==> config.mk <==
export PLATFORM = sky130hd
export DESIGN_NAME = spi_char_master
export DESIGN_NICKNAME = d
export VERILOG_FILES = /design/src/rtl/spi_char_pkg.sv /design/src/rtl/spi_char_timer.sv /design/src/rtl/spi_char_shift.sv /design/src/rtl/spi_char_master.sv
export SDC_FILE = /design/constraint.sdc
export NUM_CORES = 1
export LEC_CHECK = 0
export BUFFER_PORTS_ARGS = -buffer_cell sky130_fd_sc_hd__buf_2
export CAP_MARGIN = 25
export CORE_MARGIN = 4
export CORE_UTILIZATION = 30
export DETAILED_ROUTE_END_ITERATION = 8
export PLACE_DENSITY = 0.46
export SLEW_MARGIN = 10
export SYNTH_ARGS = -nofsm -noshare
export SYNTH_HDL_FRONTEND = slang
export SYNTH_SLANG_ARGS = --single-unit
==> constraint.sdc <==
create_clock -name clk -period 8.12 [get_ports clk]
set_input_delay 1.624 -clock clk [delete_from_list [all_inputs] [get_ports clk]]
set_output_delay 1.624 -clock clk [all_outputs]
set_load 0.005 [all_outputs]
==> src/rtl/spi_char_pkg.sv <==
// Shared types for the character-framed SPI master.
// Assumes: one character is framed by the phases below, always in this order.
package spi_char_pkg;

    typedef enum logic [2:0] {
        PH_IDLE  = 3'd0,   // nothing in flight
        PH_LEAD  = 3'd1,   // select low, one bit before the first edge
        PH_BITS  = 3'd2,   // data bits on the wire
        PH_TRAIL = 3'd3,   // select still low, one bit after the last bit
        PH_GAP   = 3'd4    // enforced quiet time between characters
    } phase_e;

endpackage

==> src/rtl/spi_char_timer.sv <==
// Bit-period timer: counts system clocks within one bit period while a
// character is in flight and flags the half-bit and end-of-bit points.
// Assumes: cfg_div is stable while run is high; DIV_W >= 3.
module spi_char_timer #(
    parameter int DIV_W = 8
) (
    input  logic             clk,
    input  logic             rst_n,
    input  logic             run,
    input  logic [DIV_W-1:0] cfg_div,
    output logic             tick_mid,
    output logic             tick_end,
    output logic             late_half
);
    localparam logic [DIV_W-1:0] MIN_DIV = DIV_W'(4);

    logic [DIV_W-1:0] period;
    logic [DIV_W-1:0] half;
    logic [DIV_W-1:0] cnt;

    // Clamp the divisor so that both half-bit phases are at least two clocks.
    always_comb begin
        period = (cfg_div < MIN_DIV) ? MIN_DIV : cfg_div;
        half   = period >> 1;
    end

    // Count clocks within the bit; wrap at the period, hold at zero when idle.
    always_ff @(posedge clk) begin
        if (!rst_n || !run) begin
            cnt <= '0;
        end else if (cnt == period - 1'b1) begin
            cnt <= '0;
        end else begin
            cnt <= cnt + 1'b1;
        end
    end

    // Decode the leading-edge and end-of-bit points and the second half.
    always_comb begin
        tick_end  = run && (cnt == period - 1'b1);
        tick_mid  = run && (cnt == half - 1'b1);
        late_half = (cnt >= half);
    end

endmodule

==> src/rtl/spi_char_shift.sv <==
// Data path: a transmit shift register that feeds MOSI MSB first, and a
// receive shift register that collects MISO MSB first.
// Assumes: load and shift_en never coincide; ones are shifted into the
// transmit register so the line rests high between characters.
module spi_char_shift #(
    parameter int DATA_W = 8
) (
    input  logic              clk,
    input  logic              rst_n,
    input  logic              load,
    input  logic [DATA_W-1:0] load_data,
    input  logic              shift_en,
    input  logic              sample_en,
    input  logic              miso,
    output logic              mosi,
    output logic [DATA_W-1:0] rx_word
);
    logic [DATA_W-1:0] tx_sh;

    // Load a new character or advance one bit toward the MSB.
    always_ff @(posedge clk) begin
        if (!rst_n) begin
            tx_sh <= '1;
        end else if (load) begin
            tx_sh <= load_data;
        end else if (shift_en) begin
            tx_sh <= {tx_sh[DATA_W-2:0], 1'b1};
        end
    end

    // Capture MISO at each leading SCK edge.
    always_ff @(posedge clk) begin
        if (!rst_n) begin
            rx_word <= '0;
        end else if (sample_en) begin
            rx_word <= {rx_word[DATA_W-2:0], miso};
        end
    end

    assign mosi = tx_sh[DATA_W-1];

endmodule

==> src/rtl/spi_char_master.sv <==
// Character-framed SPI master (clock phase zero, MSB first).
// Sequences lead-in, data bits, trail and gap for each character, drives
// select with an optional software hold, and keeps one-entry transmit and
// receive registers with ready and overrun flags.
// Assumes: cfg_div and cfg_cpol change only while no character is queued
// or in flight.
module spi_char_master
    import spi_char_pkg::*;
#(
    parameter int DATA_W   = 8,
    parameter int DIV_W    = 8,
    parameter int GAP_BITS = 3
) (
    input  logic              clk,
    input  logic              rst_n,
    input  logic [DIV_W-1:0]  cfg_div,
    input  logic              cfg_cpol,
    input  logic              tx_wr,
    input  logic [DATA_W-1:0] tx_data,
    output logic              tx_ready,
    input  logic              rx_rd,
    output logic [DATA_W-1:0] rx_data,
    output logic              rx_valid,
    output logic              rx_overrun,
    input  logic              cs_force,
    input  logic              cs_release,
    output logic              sck,
    output logic              mosi,
    input  logic              miso,
    output logic              nss_n
);
    localparam int IDX_MAX = (DATA_W > GAP_BITS) ? DATA_W : GAP_BITS;
    localparam int IDX_W   = $clog2(IDX_MAX);
    localparam logic [IDX_W-1:0] LAST_BIT = IDX_W'(DATA_W - 1);
    localparam logic [IDX_W-1:0] LAST_GAP = IDX_W'(GAP_BITS - 1);

    phase_e            phase;
    logic [IDX_W-1:0]  idx;
    logic              hold_full;
    logic [DATA_W-1:0] hold_data;
    logic              cs_hold;
    logic              tick_mid, tick_end, late_half;
    logic              start, in_bits, publish;
    logic [DATA_W-1:0] rx_word;

    assign start   = (phase == PH_IDLE) && hold_full;
    assign in_bits = (phase == PH_BITS);
    assign publish = in_bits && tick_end && (idx == LAST_BIT);

    spi_char_timer #(.DIV_W(DIV_W)) u_timer (
        .clk       (clk),
        .rst_n     (rst_n),
        .run       (phase != PH_IDLE),
        .cfg_div   (cfg_div),
        .tick_mid  (tick_mid),
        .tick_end  (tick_end),
        .late_half (late_half)
    );

    spi_char_shift #(.DATA_W(DATA_W)) u_shift (
        .clk       (clk),
        .rst_n     (rst_n),
        .load      (start),
        .load_data (hold_data),
        .shift_en  (in_bits && tick_end),
        .sample_en (in_bits && tick_mid),
        .miso      (miso),
        .mosi      (mosi),
        .rx_word   (rx_word)
    );

    // Step through the phases of one character at each end of a bit period.
    always_ff @(posedge clk) begin
        if (!rst_n) begin
            phase <= PH_IDLE;
            idx   <= '0;
        end else if (start) begin
            phase <= PH_LEAD;
            idx   <= '0;
        end else if (tick_end) begin
            unique case (phase)
                PH_LEAD:  phase <= PH_BITS;
                PH_BITS: begin
                    if (idx == LAST_BIT) begin
                        phase <= PH_TRAIL;
                        idx   <= '0;
                    end else begin
                        idx <= idx + 1'b1;
                    end
                end
                PH_TRAIL: phase <= PH_GAP;
                PH_GAP: begin
                    if (idx == LAST_GAP) begin
                        phase <= PH_IDLE;
                        idx   <= '0;
                    end else begin
                        idx <= idx + 1'b1;
                    end
                end
                default:  phase <= PH_IDLE;
            endcase
        end
    end

    // One-entry transmit holding register; writes while full are dropped.
    always_ff @(posedge clk) begin
        if (!rst_n) begin
            hold_full <= 1'b0;
            hold_data <= '0;
        end else if (start) begin
            hold_full <= 1'b0;
        end else if (tx_wr && !hold_full) begin
            hold_full <= 1'b1;
            hold_data <= tx_data;
        end
    end

    // Software select hold; release takes priority over force.
    always_ff @(posedge clk) begin
        if (!rst_n || cs_release) begin
            cs_hold <= 1'b0;
        end else if (cs_force) begin
            cs_hold <= 1'b1;
        end
    end

    // Receive register with ready and overrun flags.
    always_ff @(posedge clk) begin
        if (!rst_n) begin
            rx_data    <= '0;
            rx_valid   <= 1'b0;
            rx_overrun <= 1'b0;
        end else if (publish) begin
            rx_data    <= rx_word;
            rx_valid   <= 1'b1;
            rx_overrun <= !rx_rd && (rx_valid || rx_overrun);
        end else if (rx_rd) begin
            rx_valid   <= 1'b0;
            rx_overrun <= 1'b0;
        end
    end

    // Output decode from registered state.
    always_comb begin
        tx_ready = !hold_full;
        sck      = cfg_cpol ^ (in_bits && late_half);
        nss_n    = !(cs_hold || phase == PH_LEAD || in_bits || phase == PH_TRAIL);
    end

endmodule

After elaboration in Yosys (flattened, before gate mapping) --
Cells that the tools add are included.
Cells by class: reductions and logical operators 32, add/sub/neg operators 4, mux-type cells 14, eq/ne operators 12, bitwise operators 3, magnitude comparators 2
Operator list (count):
- $mux W8 | 3
- $eq A8 B8 Y1 | 2
- $mux W3 | 4
- $pmux W3 S4 | 1
- $eq A3 B2 Y1 const B | 3
- $logic_and A1 B1 Y1 | 9
- $add A8 B1 Y8 const B | 1
- $ge A8 B7 Y1 | 1
- $lt A8 B3 Y1 const B | 1
- $reduce_bool A2 Y1 | 4
- $sub A7 B1 Y8 const B | 1
- $sub A8 B1 Y8 const B | 1
- $eq A3 B3 Y1 const B | 2
- $logic_or A1 B1 Y1 | 6
- $pmux W3 S2 | 1
- $reduce_and A3 Y1 | 2
- $logic_not A1 Y1 | 5
- $mux W1 | 5
- $reduce_and A2 Y1 | 2
- $reduce_or A2 Y1 | 2
- $add A3 B1 Y3 const B | 1
- $eq A3 B1 Y1 const B | 1
- $logic_not A3 Y1 | 1
- $ne A3 B2 Y1 const B | 1
- other kinds (6) | 7
Word-level totals: logic and storage cells 79, input bits 24, output and inout port bits 14, register bits 50

Depth between registers and ports, before layout --
Gate-level depths: netlist of the first run.
word-level depth 8, depth in mapped cells 13, depth with buffers taken out 12

Hierarchy --
A second synthesis of the first run with hierarchy kept.
Second synthesis, totals: cell total of the unflattened synthesis 313, area, all modules 2951.6 sq um
By module, submodules not included:
- spi_char_master | instances 1, cells each 122, area each 1192.4 sq um, sequential area each 520.5 sq um
- spi_char_timer | instances 1, cells each 130, area each 1048.5 sq um, sequential area each 160.2 sq um
- spi_char_shift | instances 1, cells each 61, area each 710.7 sq um, sequential area each 320.3 sq um

Least setup slack after synthesis of the first run --
No wires, ideal clock.
kind input -> output, start point in cfg_div[7], end point out sck, stages 12, buffers on the path 1, required time 6.496 ns, path slack 2.470 ns, arrival 4.026 ns, cells stage by stage buf_2 or4_4 or3_1 nand2_1 inv_1 ha_1 nand2b_1 a21o_1 a21o_1 a211oi_1 o21bai_1 o211ai_1
On the way: cells in the longest elaborated chain, start to end 5
RTL lines:
- from (decl) | line spi_char_master.sv:16 | input logic [DIV_W-1:0] cfg_div,
- $lt A8 B3 Y1 | line spi_char_timer.sv:23 | period = (cfg_div < MIN_DIV) ? MIN_DIV : cfg_div;
- $mux W8 (*) | line spi_char_timer.sv:23
- $ge A8 B7 Y1 (*) | line spi_char_timer.sv:42 | late_half = (cnt >= half);
- $logic_and A1 B1 Y1 (*) | line spi_char_master.sv:146 | sck = cfg_cpol ^ (in_bits && late_half);
- $xor A1 B1 Y1 (*) | line spi_char_master.sv:146
- to (decl) | line spi_char_master.sv:27 | output logic sck,
Mark *: on every way between the ends. The rest lies on a longest branch, timed or not.

Worst setup path after layout of the first run --
start point in cfg_div[6], end point out sck
Same word-level chain as after synthesis.

==> impl_metrics.env, run 1 <==
export IMPL_status="finished, final reports clean"
export IMPL_cts_hold_fix_buffers=0
export IMPL_ys_flop_type="dfxtp_1"
export IMPL_yosysTopAreaCellShare_pct=34.8
export IMPL_dieHeight_um=106
export IMPL_synth_async_reset_ratio_pct=0
export IMPL_num_fill_cells=1022
export IMPL_min_path_type="reg2reg"
export IMPL_clock_latency_ns=0.30
export IMPL_endpoint_kind="primary output"
export IMPL_start_util_pct=31.0
export IMPL_r2r_setup_slack_ns=5.45
export IMPL_wl_per_cell_um=12.7
export IMPL_clock_path_buffers=2
export IMPL_placed_area_mm2=0.00314
export IMPL_setup_viol=0
export IMPL_cp_required_ns=6.50
export IMPL_wl_um=6170
export IMPL_cp_top_family="simple AND/OR/NAND/NOR gates"
export IMPL_cts_setup_buffers=0
export IMPL_nets=393
export IMPL_vias=2304
export IMPL_place_congestion=0.873
export IMPL_post_synth_num_cell_types=46
export IMPL_netlist_area_mm2=0.00288
export IMPL_drive_above_1_share_pct=15.2
export IMPL_num_rows=35
export IMPL_grt_pass1_wl_um=10500
export IMPL_reg2reg_from="u_timer.cnt[0]"
export IMPL_drtIter0Drc=65
export IMPL_cts_buffers_inserted=5
export IMPL_hp_start="rx_data[2]"
export IMPL_die_x_um=106
export IMPL_viasPerCell=4.75
export IMPL_cts_tree="done"
export IMPL_cts_max_level=2
export IMPL_cp_slowest_stage_delay_ns=0.59
export IMPL_critPathKind="in2out"
export IMPL_ys_ff_latch=50
export IMPL_final_min_clock_period_ns=5.92
export IMPL_grt_util_all_layers_pct=11.2
export IMPL_cp_max_fo=8
export IMPL_post_place_cells=477
export IMPL_use_met2_pct=17.7
export IMPL_synth_edff_count=0
export IMPL_yosysWarningCount=0
export IMPL_drv_cap=0
export IMPL_die_area_mm2=0.0112
export IMPL_cts_resized=0
export IMPL_final_cells=485
export IMPL_syn_avg_cell_area_um2=8.74
export IMPL_synth_top_area_cell="dfxtp_1"
export IMPL_slew_headroom_pct=36.0
export IMPL_crit_buf_inv=3
export IMPL_hold_viol=0
export IMPL_portBuffers=37
export IMPL_coreArea_mm2=0.00928
export IMPL_leakagePower_nw=1.29
export IMPL_grt_start_max_net_pins=46
export IMPL_use_met3_pct=2.49
export IMPL_worstPathArrival_ns=4.29
export IMPL_path_cells="buf_2, or4_4, or3_1, nand2_1, inv_1, ha_1, nand2b_1, a21o_1, a21o_1, a211oi_1, o21bai_1, o211ai_1, buf_2"
export IMPL_clkSinkCount=50
export IMPL_syn_instance_count=329
export IMPL_rsz0062_at_grt="false"
export IMPL_irDropWorstVdd_uv=78.3
export IMPL_r2r_end="u_shift.rx_word[3]"
export IMPL_syn_to_final_growth_pct=12.6
export IMPL_cts_root_buf="clkbuf_8"
export IMPL_min_path_cells=2
export IMPL_cpMaxStageDelayCell="or4_4"
export IMPL_grt_pass1_vias=2249
export IMPL_antenna_cells=0
export IMPL_tns_ns=0
export IMPL_hold_slack_ns=0.463
export IMPL_route_detailed_drc=0
export IMPL_post_route_util_pct=34.9
export IMPL_grt_busiest_layer="met2"
export IMPL_grt_overflow=0
export IMPL_ios=38
export IMPL_syn_nets=367
export IMPL_hpwl_um=4580
export IMPL_drt_pass1_iterations=4
export IMPL_fmax_mhz=169
export IMPL_path_clk_slew_ns=0.09
export IMPL_skew_ns=0.00817
export IMPL_yosysSeqAreaShare_pct=34.8
export IMPL_worstRegToRegCells=7
export IMPL_drtAntennaViolNets=0
export IMPL_synth_area_leaders="dfxtp_1 (35%), mux2i_1 (12%), ha_1 (6.1%)"
export IMPL_min_period_over_period_pct=72.9
export IMPL_worst_pin_slew_ns=0.958
export IMPL_antenna_found_initial=0
export IMPL_slew_viol_final=0
export IMPL_grt_use_met1_pct=15.1
export IMPL_p_per_area_mw_per_mm2=144
export IMPL_hold_path_endpoint="rx_data[2]"
export IMPL_critPathLaunchType="input pin"
export IMPL_finalInstanceArea_mm2=0.00324
[cells in the mapped netlist, types with 2 or more instances]
| cell | instances |
|---|---|
| a211oi_1 | 2 |
| mux2i_1 | 34 |
| o21ai_0 | 5 |
| o211ai_1 | 6 |
| a31oi_1 | 4 |
| nand2_1 | 28 |
| nand4_1 | 4 |
| o22ai_1 | 3 |
| ha_1 | 14 |
| a21boi_0 | 2 |
| nor2b_1 | 23 |
| nor3b_1 | 6 |
| buf_2 | 5 |
| nor4b_1 | 3 |
| a2111oi_0 | 2 |
| clkbuf_1 | 13 |
| and2_1 | 4 |
| a21o_1 | 4 |
| nor4_1 | 4 |
| nand2b_1 | 6 |
| and3_1 | 2 |
| a21oi_1 | 12 |
| inv_1 | 11 |
| dfxtp_1 | 50 |
| nand3_1 | 9 |
| nor3_1 | 6 |
| xnor2_1 | 8 |
| nor2_1 | 30 |
| a211o_1 | 2 |
| xor2_1 | 11 |
[cells in the final DEF, fill, tap and decap left out, types with 4 or more instances in the layout]
cell type,netlist,layout
a21o_1,4,4
a21oi_1,12,12
a31oi_1,4,4
and2_1,4,4
buf_2,5,38
clkbuf_8,0,6
dfxtp_1,50,50
ha_1,14,14
inv_1,11,11
mux2i_1,34,34
nand2_1,28,28
nand2b_1,6,6
nand3_1,9,9
nand4_1,4,4
nor2_1,30,30
nor2b_1,23,23
nor3_1,6,6
nor3b_1,6,6
nor4_1,4,4
o211ai_1,6,6
o21ai_0,5,5
xnor2_1,8,8
xor2_1,11,11
[how the worst max path moves through the flow]
stage | from | end | slack [ns] | cells after the start
2_1_floorplan | cfg_div[7] | sck | 2.47 | 12
3_3_place_gp | cfg_div[6] | sck | 2.23 | 13
3_5_place_dp | cfg_div[6] | sck | 2.20 | 13
4_1_cts | cfg_div[6] | sck | 2.19 | 13
5_1_grt | cfg_div[6] | sck | 2.03 | 13
6_report | cfg_div[6] | sck | 2.20 | 13
[per-layer routing]
metal	part of all wire [%]	up-vias
li1	-	1199
met1	50	1064
met2	44	34
met3	4.0	7
met4	1.4	0
met5	0	-
[worst register-to-register path: cells and delay by family (launching register included)]
family,cells,cell delay (ns)
buffers and inverters,1,0.10
adder cells (fa/ha/maj),1,0.31
flip-flops,1,0.48
AND/OR/NAND/NOR,3,0.58
AO/OA/AOI/OAI,1,0.83
multiplexers,1,0.27
[logic make-up after synthesis]
kind of cell | share of synthesized area (%)
simple gates | 25.4
mux | 11.8
xor+xnor | 5.79
flops | 34.8
buf+inv | 4.39
fa+ha+maj | 6.09
compound gates | 11.7
[power by group]
group	switching (mW)	total [mW]	leakage, nW	internal, mW
clock	0.0809	0.150	0.0472	0.0686
combinational	0.0326	0.0584	0.835	0.0258
sequential	0.00540	0.259	0.406	0.253
total	0.119	0.467	1.29	0.348
[stage by stage]
stage | setup slack, ns | power, mW
global placement | 2.23 | 0.323
global route | 2.03 | 0.494
CTS | 2.19 | 0.476
finish | 2.20 | 0.467
detailed placement | 2.20 | 0.324
floorplan | 2.47 | 0.308
[sequential cells by signal, summed over array words and instances, names as in the netlist]
register	flops
phase	3
cs_hold	1
u_shift.tx_sh	8
rx_overrun	1
rx_valid	1
idx	3
u_shift.rx_word	8
u_timer.cnt	8
hold_data	8
rx_data	8
hold_full	1
[layout make-up]
| cell class | instances | area [µm²] | share of cell area, % |
|---|---|---|---|
| Multi-Input combinational cell | 249 | 1750 | 54.0 |
| Inverter | 11 | 41.3 | 1.28 |
| Clock buffer | 6 | 82.6 | 2.55 |
| Timing Repair Buffer | 38 | 190 | 5.87 |
| Tap cell | 129 | 161 | 4.98 |
| Clock inverter | 2 | 12.5 | 0.386 |
| Sequential cell | 50 | 1000 | 30.9 |
(Power assumes the default switching activity.)
==> inputs of run 2 (changes only) <==
--- a/config.mk
+++ b/config.mk
@@ -5,6 +5,7 @@
 export SDC_FILE = /design/constraint.sdc
 export NUM_CORES = 1
 export LEC_CHECK = 0
+export ABC_AREA = 1
 export BUFFER_PORTS_ARGS = -buffer_cell sky130_fd_sc_hd__buf_2
 export CAP_MARGIN = 25
 export CORE_MARGIN = 4
==> constraint.sdc (replaced) <==
create_clock -name clk -period 6.1 [get_ports clk]
set_input_delay 1.22 -clock clk [delete_from_list [all_inputs] [get_ports clk]]
set_output_delay 1.22 -clock clk [all_outputs]
set_load 0.005 [all_outputs]
==> run 2 against run 1 <==
Core utilization increased by 0.60 points. Critical path depth unchanged. Clock power increased by 65%. Setup slack got worse by 0.14 ns. Hold slack about the same. Area after synthesis decreased by 0.74%. Synthesized cell count increased by 28%. Clock skew increased by 0.0031 ns. Global-route usage increased by 0.76 points. Sequential power increased by 33%. Total power increased by 46%. Cell area increased by 1.2%.
==> impl_metrics.env, run 2 <==
export IMPL_status="finished, final reports clean"
export IMPL_num_fill_cells=1027
export IMPL_worst_pin_slew_ns=0.504
export IMPL_ys_ff_latch=50
export IMPL_ios=38
export IMPL_synth_common_cells="nand2_1 (105), nor2_1 (68), inv_1 (57), dfxtp_1 (50), nand3_1 (24)"
export IMPL_netlist_area_mm2=0.00286
export IMPL_cts_max_level=2
export IMPL_slew_viol_final=0
export IMPL_cts_setup_buffers=0
export IMPL_dieHeight_um=106
export IMPL_critPathLaunchType="input pin"
export IMPL_ys_flop_type="dfxtp_1"
export IMPL_die_area_mm2=0.0111
export IMPL_cts_buffers_inserted=5
export IMPL_start_util_pct=30.9
export IMPL_synth_compound_area_share_pct=8.85
export IMPL_synthAdderAreaFrac_pct=6.13
export IMPL_final_cell_mix="nand2_1 (105), nor2_1 (68), inv_1 (57), dfxtp_1 (50), buf_2 (37)"
export IMPL_hpwl_um=4940
export IMPL_cts_resized=0
export IMPL_cp_max_fo=6
export IMPL_post_synth_num_cell_types=34
export IMPL_critPathKind="in2out"
export IMPL_syn_nets=459
export IMPL_leakagePower_nw=1.56
export IMPL_grt_start_max_net_pins=30
export IMPL_hold_viol=0
export IMPL_cts_tree="done"
export IMPL_synth_area_leaders="dfxtp_1 (35%), nand2_1 (14%), nor2_1 (8.9%)"
export IMPL_final_min_clock_period_ns=4.03
export IMPL_cp_required_ns=4.88
export IMPL_drtIter0Drc=91
export IMPL_p_per_area_mw_per_mm2=208
export IMPL_synth_simple_area_share_pct=35.6
export IMPL_startpoint="cfg_div[2]"
export IMPL_finalInstanceArea_mm2=0.00328
export IMPL_tns_ns=0
export IMPL_syn_avg_cell_area_um2=6.78
export IMPL_synth_xor_area_share_pct=5.21
export IMPL_min_path_type="reg2reg"
export IMPL_setup_viol=0
export IMPL_clock_latency_ns=0.31
export IMPL_drv_cap=0
export IMPL_grt_util_all_layers_pct=12.0
export IMPL_fmax_mhz=248
export IMPL_antenna_found_initial=0
export IMPL_portBuffers=37
export IMPL_yosys_cell_count_top_type="nand2_1"
export IMPL_viasPerCell=4.30
export IMPL_vias=2523
export IMPL_min_period_over_period_pct=66.1
export IMPL_placed_area_mm2=0.00316
export IMPL_wl_um=6320
export IMPL_place_congestion=0.828
export IMPL_endpoint_kind="primary output"
export IMPL_drt_pass1_iterations=4
export IMPL_synth_top_family_by_area="simple AND/OR/NAND/NOR gates"
export IMPL_clock_path_buffers=2
export IMPL_irDropWorstVdd_uv=135
export IMPL_die_x_um=106
export IMPL_drive_above_1_share_pct=14.2
export IMPL_nets=495
export IMPL_drtAntennaViolNets=0
export IMPL_cts_root_buf="clkbuf_8"
export IMPL_synth_top_area_cell="dfxtp_1"
export IMPL_grt_overflow=0
export IMPL_grt_pass1_vias=2407
export IMPL_grt_pass1_wl_um=11100
export IMPL_syn_to_final_growth_pct=14.8
export IMPL_syn_instance_count=421
export IMPL_clkSinkCount=50
export IMPL_cts_hold_fix_buffers=0
export IMPL_path_clk_slew_ns=0.10
export IMPL_hp_start="hold_data[7]"
export IMPL_num_rows=35
export IMPL_yosys_mux_area_fraction_pct=0
export IMPL_layout_commonest_cell="nand2_1"
export IMPL_synth_edff_count=0
export IMPL_skew_ns=0.0113
export IMPL_rsz0062_at_grt="false"
export IMPL_antenna_cells=0
export IMPL_reg2reg_from="phase[0]"
export IMPL_synth_async_reset_ratio_pct=0
export IMPL_yosysTopAreaCellShare_pct=35.1
export IMPL_worstPathArrival_ns=2.81
export IMPL_yosysWarningCount=0
export IMPL_yosysSeqAreaShare_pct=35.1
export IMPL_slew_headroom_pct=66.4
export IMPL_wl_per_cell_um=10.8
export IMPL_route_detailed_drc=0
export IMPL_power_uw=682
export IMPL_coreArea_mm2=0.00924
-- run 2: changes by cell type in the layout (fill, tap and decap cells not counted), moves of 15 or more --
cell,change
nand3_1,+15
nor2b_1,-23
nand2_1,+77
inv_1,+46
nor2_1,+38
mux2i_1,-34
-- run 2: cell type report --
type | instances | area, µm² | share of cell area (%)
clock buffers | 5 | 68.8 | 2.10
well taps | 129 | 161 | 4.92
repair buffers | 37 | 185 | 5.65
clock inverters | 3 | 47.5 | 1.45
inverters | 59 | 221 | 6.76
flip-flops and latches | 50 | 1000 | 30.5
multi-input cells | 304 | 1590 | 48.6
-- run 2: cells by family after synthesis --
logic type | Yosys count
buf+inv | 67
simple gates | 228
fa+ha+maj | 14
xor+xnor | 17
flops | 50
compound gates | 45
-- run 2: worst paths after layout --
path / end / slack [ns] / cells after the start
worst max-delay path: sck / 2.07 / 13
worst min register to register: hold_data[7] / 0.46 / 2
worst max register to register: u_shift.tx_sh[4] / 3.98 / 10
worst min-delay path: hold_data[7] / 0.46 / 2
-- run 2: where the power goes --
group / leakage, nW / switching, mW / internal (mW)
combinational: 1.09 / 0.0569 / 0.0335
sequential: 0.407 / 0.00668 / 0.338
clock: 0.0587 / 0.122 / 0.125
-- run 2: worst max-delay path, cell delays in order --
cell and delay [ns]:
buf_2 0.13, nor2_4 0.19, nand3_4 0.13, nand2_1 0.09
inv_1 0.05, ha_1 0.29, a21oi_1 0.15, o21ai_0 0.08
nand2_1 0.06, o2111ai_1 0.09, nand2_1 0.09, xnor2_1 0.11
buf_2 0.13
-- run 2: stage by stage --
stage | util, % | worst slack [ns] | std cells | hold WS [ns]
4_1_cts | 35.5 | 2.05 | 587 | 0.469
6_report | 35.5 | 2.07 | 587 | 0.463
3_5_place_dp | 34.2 | 2.05 | 579 | 0.446
2_1_floorplan | - | 2.43 | 421 | 0.425
3_3_place_gp | 34.2 | 2.09 | 579 | 0.440
5_1_grt | 35.5 | 1.80 | 587 | 0.482
-- run 2: per-layer routing --
metal	GRT usage [%]	up-vias	wire length [µm]
met1	16.6	1087	3160
li1	-	1389	-
met3	2.76	3	277
met4	1.94	0	19
met5	0	-	0
met2	19.4	44	2870
